==> src/rtl/ffw_pkg.sv <==
package ffw_pkg;
  localparam int unsigned LIMIT_W = 128;
  localparam int unsigned LIDX_W  = 7;

  // lowest set bit of a (zero-extended) vector; 0 when nothing is set
  function automatic logic [LIDX_W-1:0] lowest_one(input logic [LIMIT_W-1:0] v);
    logic [LIDX_W-1:0] r;
    r = '0;
    for (int i = LIMIT_W - 1; i >= 0; i--) begin
      if (v[i]) r = LIDX_W'(i);
    end
    return r;
  endfunction

  // ones at and above position start
  function automatic logic [LIMIT_W-1:0] mask_from(input int unsigned start);
    logic [LIMIT_W-1:0] m;
    if (start >= LIMIT_W) m = '0;
    else m = {LIMIT_W{1'b1}} << start;
    return m;
  endfunction
endpackage

==> src/rtl/ffw_occ_store.sv <==
module ffw_occ_store #(
  parameter int unsigned WORD_W    = 8,
  parameter int unsigned NUM_WORDS = 8,
  localparam int unsigned BIT_W    = $clog2(WORD_W),
  localparam int unsigned WSEL_W   = $clog2(NUM_WORDS)
) (
  input  logic                          clk,
  input  logic                          rst_n,
  input  logic                          set_vld,
  input  logic [WSEL_W-1:0]             set_word,
  input  logic [BIT_W-1:0]              set_bit,
  input  logic                          clr_vld,
  input  logic [WSEL_W-1:0]             clr_word,
  input  logic [BIT_W-1:0]              clr_bit,
  output logic [NUM_WORDS*WORD_W-1:0]   occ_flat,
  output logic [NUM_WORDS-1:0]          sum_q
);
  logic [WORD_W-1:0] word_q [NUM_WORDS];

  for (genvar w = 0; w < NUM_WORDS; w++) begin : g_word
    logic [WORD_W-1:0] word_d;
    logic              hit_set;
    logic              hit_clr;

    assign hit_set = set_vld && (set_word == WSEL_W'(w));
    assign hit_clr = clr_vld && (clr_word == WSEL_W'(w));

    // clear first, then set: a set on the same slot wins
    always_comb begin
      word_d = word_q[w];
      if (hit_clr) word_d[clr_bit] = 1'b0;
      if (hit_set) word_d[set_bit] = 1'b1;
    end

    always_ff @(posedge clk) begin
      if (!rst_n) begin
        word_q[w] <= '0;
        sum_q[w]  <= 1'b0;
      end else begin
        word_q[w] <= word_d;
        sum_q[w]  <= |word_d;
      end
    end

    assign occ_flat[w*WORD_W +: WORD_W] = word_q[w];
  end
endmodule

==> src/rtl/ffw_word_pick.sv <==
module ffw_word_pick #(
  parameter int unsigned NUM_WORDS = 8,
  localparam int unsigned WSEL_W   = $clog2(NUM_WORDS)
) (
  input  logic [NUM_WORDS-1:0] sum_vec,
  input  logic [WSEL_W-1:0]    cur_word,
  input  logic                 cur_hit,
  output logic [WSEL_W-1:0]    pick_word,
  output logic                 pick_any,
  output logic                 pick_wrapped
);
  import ffw_pkg::*;

  logic [LIMIT_W-1:0] sum_ext;
  logic [LIMIT_W-1:0] above;

  always_comb begin
    sum_ext = '0;
    sum_ext[NUM_WORDS-1:0] = sum_vec;
    above = sum_ext & mask_from(int'(cur_word) + 1);
    pick_any     = |sum_vec;
    pick_wrapped = 1'b0;
    if (cur_hit) begin
      pick_word = cur_word;
    end else if (|above) begin
      pick_word = WSEL_W'(lowest_one(above));
    end else begin
      pick_word    = WSEL_W'(lowest_one(sum_ext));
      pick_wrapped = pick_any;
    end
  end
endmodule

==> src/rtl/ffw_bit_pick.sv <==
module ffw_bit_pick #(
  parameter int unsigned WORD_W = 8,
  localparam int unsigned BIT_W = $clog2(WORD_W)
) (
  input  logic [WORD_W-1:0] word_bits,
  input  logic [BIT_W-1:0]  start_bit,
  output logic [BIT_W-1:0]  bit_idx,
  output logic              bit_any
);
  import ffw_pkg::*;

  logic [LIMIT_W-1:0] ext;
  logic [LIMIT_W-1:0] masked;

  always_comb begin
    ext = '0;
    ext[WORD_W-1:0] = word_bits;
    masked  = ext & mask_from(int'(start_bit));
    bit_any = |masked;
    bit_idx = BIT_W'(lowest_one(masked));
  end
endmodule

==> src/rtl/ffw_next_slot.sv <==
module ffw_next_slot #(
  parameter int unsigned WORD_W    = 8,
  parameter int unsigned NUM_WORDS = 8,
  localparam int unsigned BIT_W    = $clog2(WORD_W),
  localparam int unsigned WSEL_W   = $clog2(NUM_WORDS),
  localparam int unsigned SLOT_W   = BIT_W + WSEL_W
) (
  input  logic              clk,
  input  logic              rst_n,
  input  logic              set_vld,
  input  logic [SLOT_W-1:0] set_idx,
  input  logic              clr_vld,
  input  logic [SLOT_W-1:0] clr_idx,
  input  logic              qry_vld,
  input  logic [SLOT_W-1:0] qry_pos,
  output logic              res_vld,
  output logic              res_found,
  output logic [SLOT_W-1:0] res_idx
);
  logic [NUM_WORDS*WORD_W-1:0] occ_flat;
  logic [NUM_WORDS-1:0]        sum_q;

  ffw_occ_store #(.WORD_W(WORD_W), .NUM_WORDS(NUM_WORDS)) store_i (
    .clk      (clk),
    .rst_n    (rst_n),
    .set_vld  (set_vld),
    .set_word (set_idx[SLOT_W-1:BIT_W]),
    .set_bit  (set_idx[BIT_W-1:0]),
    .clr_vld  (clr_vld),
    .clr_word (clr_idx[SLOT_W-1:BIT_W]),
    .clr_bit  (clr_idx[BIT_W-1:0]),
    .occ_flat (occ_flat),
    .sum_q    (sum_q)
  );

  // search in the word holding the position, bits below it masked
  logic [WSEL_W-1:0] cur_word;
  logic [WORD_W-1:0] cur_bits;
  logic [BIT_W-1:0]  cur_idx;
  logic              cur_hit;

  assign cur_word = qry_pos[SLOT_W-1:BIT_W];
  assign cur_bits = occ_flat[cur_word*WORD_W +: WORD_W];

  ffw_bit_pick #(.WORD_W(WORD_W)) first_i (
    .word_bits (cur_bits),
    .start_bit (qry_pos[BIT_W-1:0]),
    .bit_idx   (cur_idx),
    .bit_any   (cur_hit)
  );

  // read one: summary vector chooses the word
  logic [WSEL_W-1:0] pick_word;
  logic              pick_any;
  logic              pick_wrapped;

  ffw_word_pick #(.NUM_WORDS(NUM_WORDS)) word_i (
    .sum_vec      (sum_q),
    .cur_word     (cur_word),
    .cur_hit      (cur_hit),
    .pick_word    (pick_word),
    .pick_any     (pick_any),
    .pick_wrapped (pick_wrapped)
  );

  // read two: chosen word, no mask
  logic [WORD_W-1:0] pick_bits;
  logic [BIT_W-1:0]  pick_idx;
  logic              pick_bit_any;

  assign pick_bits = occ_flat[pick_word*WORD_W +: WORD_W];

  ffw_bit_pick #(.WORD_W(WORD_W)) second_i (
    .word_bits (pick_bits),
    .start_bit ('0),
    .bit_idx   (pick_idx),
    .bit_any   (pick_bit_any)
  );

  // named search outcome, visible to the checker
  logic              srch_found;
  logic [SLOT_W-1:0] srch_idx;

  always_comb begin
    srch_found = pick_any && (cur_hit || pick_bit_any);
    if (!srch_found)  srch_idx = '0;
    else if (cur_hit) srch_idx = {cur_word, cur_idx};
    else              srch_idx = {pick_word, pick_idx};
  end

  always_ff @(posedge clk) begin
    if (!rst_n) begin
      res_vld   <= 1'b0;
      res_found <= 1'b0;
      res_idx   <= '0;
    end else begin
      res_vld <= qry_vld;
      if (qry_vld) begin
        res_found <= srch_found;
        res_idx   <= srch_idx;
      end
    end
  end

  logic unused_wrap;
  assign unused_wrap = pick_wrapped;
endmodule

==> config.mk <==
export PLATFORM = sky130hd
export DESIGN_NAME = ffw_next_slot
export DESIGN_NICKNAME = d
export VERILOG_FILES = /design/src/rtl/ffw_pkg.sv /design/src/rtl/ffw_occ_store.sv /design/src/rtl/ffw_word_pick.sv /design/src/rtl/ffw_bit_pick.sv /design/src/rtl/ffw_next_slot.sv
export SDC_FILE = /design/constraint.sdc
export NUM_CORES = 1
export LEC_CHECK = 0
export BUFFER_PORTS_ARGS = -buffer_cell sky130_fd_sc_hd__buf_2
export CELL_PAD_IN_SITES_DETAIL_PLACEMENT = 0
export CELL_PAD_IN_SITES_GLOBAL_PLACEMENT = 1
export CORE_MARGIN = 2
export CORE_UTILIZATION = 46
export DETAILED_ROUTE_END_ITERATION = 6
export HOLD_SLACK_MARGIN = 0.15
export MAX_ROUTING_LAYER = met4
export PLACE_DENSITY = 0.86
export SKIP_CTS_REPAIR_TIMING = 1
export SLEW_MARGIN = 5
export SYNTH_ARGS = -nofsm -noshare
export SYNTH_HDL_FRONTEND = slang
export SYNTH_SLANG_ARGS = --single-unit
==> constraint.sdc <==
create_clock -name clk -period 4.3 [get_ports clk]
set_input_delay 0.645 -clock clk [delete_from_list [all_inputs] [get_ports clk]]
set_output_delay 0.645 -clock clk [all_outputs]
set_load 0.02 [all_outputs]
==> out/results.ini, run 1 <==
[outcome]
status=finished, final reports clean

[sta]
skew_ns=0.0111
fin_ws_ns=0.303
finalCritPeriodShare_pct=93.0
fmax_mhz=250
setup_viol=0
rsz0062_at_grt=no
worst_slew_pin_slew_ns=1.31
whs_ns=0.456
max_slew_margin_pct=10.2
final_hold_viol_count=0
min_period_ns=4.00
final_max_slew_viol_count=0

[worst_hold_path]
hold_path_startpoint=res_idx[3]
whs_path_depth=2
hp-class=register to register
hold_end=res_idx[3]

[power_and_ir_drop]
p_leak_nw=2.08
vdd_drop_max_mv=0.206
p_per_area_nw_per_um2=329

[routing]
wl_mm=18.8
drt-wirelength-per-cell_um=22.8
dr.first_iter.drc_count=546
met2_length_mm=8.35
drt-vias-per-instance=6.58
drc_errors=0
dr.pass1.iters=7
top_layer=met4
route.met3.wl_mm=1.69
ant_nets=0
wl_met1_mm=8.01
vias=5431

[final_layout]
area_growth_pct=11.1
multi_input_area_um2=3280
n_antenna_cell=0
final_nets=708
drive_gt1_share_pct=12.0
n_fill_cell=1055
fin_util_pct=52.3
register_area_um2=1600

[global_route]
grt_start_max_net_pins=79
antenna_found_initial=0
gr-usage-all-layers_pct=33.7
grt_pass1_wl_mm=28.5
first_global_vias=4968
grt-ovfl-total=0

[yosys]
syn_inst=652
synth_cell_types=56
synth_compound_area_share_pct=26.8
seq_area_frac_synth_pct=31.4
ys_warn_count=0
yosys-mux-area-fraction_pct=8.19
synth_common_cells=o21ai_0 (167), dfxtp_1 (80), and2_1 (68)
synthAdderAreaFrac_pct=0.981
yosysMostFrequentCell=o21ai_0
synth.top_cell.area_share_pct=31.4
ys.flop_type=dfxtp_1
synthArstFlopShare_pct=0
synth_nets=679
synth-edff-count=0
synth-simple-area-share_pct=28.4
synth.area.top_cells=dfxtp_1 (31%), o21ai_0 (16%), and2_1 (8.3%), nand3_1 (6.1%), mux2i_1 (5.1%)
synth_top_family_by_area=simple AND/OR/NAND/NOR gates
ys_ff_latch=80
synth.avg_cell_area_um2=7.82
synth_area_um2=5100
synth-xor-area-share_pct=0
synth_top_cell_by_area=dfxtp_1

[worst_setup_path]
timing.rr.end=res_found
reg2reg_from=store_i.word_q[0][3]
ff2ff_path_depth=11
worstPathMaxFanout=26
worstSetupPathType=primary input to register
critPathLaunchType=primary input
crit_arrival_ns=4.29
r2r_slack_ns=0.59
crit_start=qry_pos[3]
cp.required_ns=4.59
cp-end-kind=register

[placed_design]
gp_congestion=1.06
port_buffers=30
dp_hpwl_mm=14.0
post-place-ws_ns=-0.0248

[cts]
clk_latency_ns=0.38
numCtsBuffers=9
tritoncts=yes
cts_sinks=80
root_buffer=clkbuf_8
htreeDepth=3
path_clk_slew_ns=0.08
clock_path_buffers=2

[floorplan]
rows=38
ios=31
dieArea_um2=11900
start_util_pct=47.0
die_w_um=109
core_um2=10800
dieHeight_um=109

[flow_run]
max_cap_violations=0

==> state kept, by name, indices dropped and copies added, names as in the netlist <==
name / count
res_found: 1
res_idx: 6
res_vld: 1
store_i.sum_q: 8
store_i.word_q: 64
==> metal layers <==
metal | GRT usage, % | vias to the layer above
li1 | - | 2496
met4 | 14.2 | 0
met5 | - | -
met1 | 44.7 | 2566
met3 | 4.98 | 57
met2 | 51.6 | 312
==> through the flow <==
step           instances  instance area (µm²)  power, mW  setup TNS (ns)
2_1_floorplan        652                 5100       1.08               0
3_3_place_gp         810                 5450       1.24               0
3_5_place_dp         810                 5450       1.24         -0.0300
4_1_cts              825                 5670       1.86               0
5_1_grt              825                 5670       1.93               0
6_report             825                 5670       1.86               0
==> critical path, stage by stage <==
cell and delay, ns:
buf_2 0.13, buf_12 0.17, inv_1 0.07, ha_1 0.32
o21ai_0 0.29, o2111a_1 0.26, o211ai_1 0.14, a211oi_1 0.29
o211a_1 0.31, buf_4 0.31, nor3_1 0.08, o21ai_0 0.29
and4_1 0.32, nor2b_1 0.07, a221o_1 0.34, a221oi_2 0.22
==> worst max path at each step <==
stage,endpoint,slack [ns],cells past startpoint
finish,res_idx[0],0.30,16
global route,res_idx[2],0.07,16
CTS,res_idx[2],0.35,16
detailed placement,res_idx[0],-0.02,16
global placement,res_found,0.02,13
floorplan,res_idx[0],0.40,15
==> area by class of cell <==
type,instances,share of cell area (%)
timing repair buffer,50,6.40
sequential,80,28.3
multi-input combinational,533,58.0
clock buffer,9,2.19
inverter,7,0.464
clock inverter,6,1.63
tap,140,3.09
==> where the power goes <==
group / internal (mW) / total [mW] / switching, mW
sequential: 0.755 / 0.769 / 0.0143
clock: 0.329 / 0.625 / 0.296
combinational: 0.169 / 0.469 / 0.300
==> cells in the final DEF (no fill, tap or decap), types with 15 or more instances in the layout <==
| cell type | count |
|---|---|
| nand3_1 | 62 |
| mux2i_1 | 26 |
| nand2_1 | 28 |
| nor2_1 | 18 |
| buf_4 | 15 |
| nor4_1 | 17 |
| dfxtp_1 | 80 |
| and2_1 | 68 |
| buf_2 | 30 |
| o21ai_0 | 167 |
==> cells by family after synthesis <==
| group | after synthesis |
|---|---|
| simple gates | 257 |
| fa+ha+maj | 4 |
| flops | 80 |
| mux | 36 |
| buf+inv | 39 |
| compound gates | 236 |
Power figures use the tool's default switching activity.
==> run 2: changes to the inputs <==
--- a/config.mk
+++ b/config.mk
@@ -7,3 +7,3 @@
 export LEC_CHECK = 0
-export BUFFER_PORTS_ARGS = -buffer_cell sky130_fd_sc_hd__buf_2
+export BUFFER_PORTS_ARGS = -buffer_cell sky130_fd_sc_hd__buf_4
 export CELL_PAD_IN_SITES_DETAIL_PLACEMENT = 0
==> constraint.sdc (replaced) <==
create_clock -name clk -period 4.3 [get_ports clk]
set_input_delay 1.29 -clock clk [delete_from_list [all_inputs] [get_ports clk]]
set_output_delay 1.29 -clock clk [all_outputs]
set_load 0.02 [all_outputs]
==> run 2 against run 1 <==
Against the previous run: the flow now finishes with violations (setup timing); clock skew rose by 0.0012 ns; via count rose by 2.2%; clock power decreased by 4.8%; wire length rose by 4.2%; worst setup slack worse by 0.43 ns; register-to-register slack improved by 0.16 ns; global-route usage rose by 1.4 points; utilization is 5.4 points higher; first-iteration DRC count decreased by 1.1%; non-clock buffer count increased by 48; count of clock-buffer cells in the layout grew 1; largest cell class unchanged.
==> out/results.ini, run 2 (synthesized netlist as in run 1, its figures left out) <==
[cts]
root_buffer=clkbuf_8
htreeDepth=3  ; unchanged
tritoncts=yes
numCtsBuffers=9  ; unchanged
clk_latency_ns=0.38  ; about the same
path_clk_slew_ns=0.09  ; about the same
clock_path_buffers=2  ; unchanged
cts_sinks=80  ; unchanged

[worst_setup_path]
critPathLaunchType=primary input
crit_arrival_ns=4.73  ; +0.44 ns
timing.rr.end=res_idx[0]
cp.required_ns=4.61  ; +0.02 ns
worstPathMaxFanout=6  ; -77%
worstSetupPathType=primary input to register
ff2ff_path_depth=12  ; +1
cp-end-kind=register
r2r_slack_ns=0.75  ; +0.16 ns
reg2reg_from=store_i.word_q[0][0]

[flow_run]
max_cap_violations=0  ; unchanged

[floorplan]
ios=31  ; unchanged
die_w_um=109  ; unchanged
dieArea_um2=11900  ; unchanged
start_util_pct=47.0  ; unchanged
rows=38  ; unchanged
dieHeight_um=109  ; unchanged
core_um2=10800  ; unchanged

[final_layout]
final_cell_mix=o21ai_0 (158), buf_4 (87), dfxtp_1 (80)
stdcell_area_um2=6250  ; +10%
drive_gt1_share_pct=20.4  ; +8.5 points
finalNonFillerCells=875  ; +6.1%
n_fill_cell=1040  ; -1.4%
multi_input_area_um2=3410  ; +3.9%
area_growth_pct=22.6
regMostFlops=store_i.word_q
largest_register_ffs=64  ; unchanged
register_area_um2=1600  ; unchanged
final_common_cell=o21ai_0
final_nets=756  ; +6.8%
top_regs=store_i.word_q: 64 flops, store_i.sum_q: 8 flops, res_idx: 6 flops

[sta]
fin_ws_ns=-0.124  ; -0.427 ns
final_max_slew_viol_count=0  ; unchanged
rsz0062_at_grt=yes
min_period_ns=4.42  ; +0.427 ns
finalCritPeriodShare_pct=103  ; +9.9 points
fmax_mhz=226  ; -9.6%
worst_slew_pin_slew_ns=0.754  ; -0.559 ns
setup_viol=1  ; +1
skew_ns=0.0123  ; +0.00118 ns
final_hold_viol_count=0  ; unchanged
max_slew_margin_pct=48.5  ; +38 points

[worst_hold_path]
hold_path_startpoint=res_idx[3]
whs_path_depth=2  ; unchanged
hold_end=res_idx[3]
hp-class=register to register

[placed_design]
gp_congestion=0.971  ; -8.1%
placed_area_um2=5850  ; +7.3%
dpl.cell_count=852  ; +5.2%
dp_hpwl_mm=15.0  ; +7.2%
port_buffers=30  ; unchanged

[routing]
vias=5552  ; +2.2%
ant_nets=0  ; unchanged
drt-vias-per-instance=6.35  ; -3.6%
wl_mm=19.6  ; +4.2%
dr.pass1.iters=5  ; -2
drc_errors=0  ; unchanged
drt-wirelength-per-cell_um=22.4  ; -1.8%
dr.first_iter.drc_count=540  ; -1.1%

[global_route]
first_global_vias=5236  ; +5.4%
grt_pass1_wl_mm=29.6  ; +4.1%
grt_start_max_net_pins=79  ; unchanged
grt-ovfl-total=0  ; unchanged
gr-usage-all-layers_pct=35.2  ; +1.4 points
antenna_found_initial=1  ; +1

[power_and_ir_drop]
p_per_area_nw_per_um2=314  ; -4.5%
vdd_drop_max_mv=0.221  ; +7.2%
p_leak_nw=2.34  ; +13%

[outcome]
violations=setup timing
status=complete, but fails checks

## run 2: changes by cell type in the layout (fill, tap and decap cells not counted), sizes merged
| cell | delta |
|---|---|
| diode | +1 |
| clkinv | +1 |
| clkbuf | +1 |
| bufinv | -1 |
| buf | +48 |
## run 2: how the worst max path moves through the flow
stage / start / end / slack [ns] / cells after the start
floorplan: qry_pos[4] / res_idx[0] / -0.06 / 15
global placement: qry_pos[3] / res_idx[0] / -0.46 / 16
detailed placement: qry_pos[3] / res_idx[0] / -0.57 / 13
CTS: qry_pos[3] / res_idx[0] / -0.16 / 13
global route: qry_pos[3] / res_idx[0] / -0.22 / 17
finish: qry_pos[3] / res_idx[0] / -0.12 / 17
## run 2: routing by layer
| layer | global-route usage, % | up-vias | share of wire (%) |
|---|---|---|---|
| met5 | - | - | 0 |
| li1 | - | 2591 | - |
| met4 | 17.2 | 0 | 5.1 |
| met1 | 44.2 | 2622 | 42 |
| met3 | 9.01 | 58 | 8.6 |
| met2 | 52.7 | 281 | 44 |
## run 2: power by group
group | total (mW) | switching (mW) | internal (mW)
Sequential | 0.769 | 0.0137 | 0.755
Combinational | 0.600 | 0.334 | 0.266
Clock | 0.595 | 0.309 | 0.286
## run 2: final cells by class
type	count	area share (%)
Inverter	7	0.460
Multi-Input combinational cell	533	54.6
Clock buffer	10	2.20
Antenna cell	1	0.0400
Tap cell	140	2.80
Sequential cell	80	25.6
Clock inverter	6	1.04
Timing Repair Buffer	98	13.2
## run 2: critical path: stages
cell and delay, ns:
buf_6 0.11, ha_4 0.18, inv_4 0.06, ha_4 0.21, buf_6 0.12, o21ai_4 0.12
o2111a_1 0.22, o211ai_1 0.16, a211oi_2 0.31, buf_4 0.17, o211a_4 0.21, nor2_8 0.07
mux2i_1 0.13, a222oi_1 0.40, or3b_1 0.41, a221o_1 0.33, a221oi_2 0.22
## run 2: metrics by stage
| step | util (%) | setup TNS (ns) | setup slack (ns) | total power [mW] | hold slack [ns] |
|---|---|---|---|---|---|
| after floorplan | - | -0.0631 | -0.0631 | 1.09 | 0.528 |
| after global placement | 54.0 | -2.77 | -0.465 | 1.32 | 0.441 |
| after detailed placement | 54.0 | -3.43 | -0.570 | 1.33 | 0.447 |
| after CTS | 55.8 | -0.517 | -0.163 | 1.91 | 0.467 |
| after global routing | 57.7 | -0.591 | -0.222 | 2.04 | 0.471 |
| final | 57.7 | -0.124 | -0.124 | 1.96 | 0.453 |
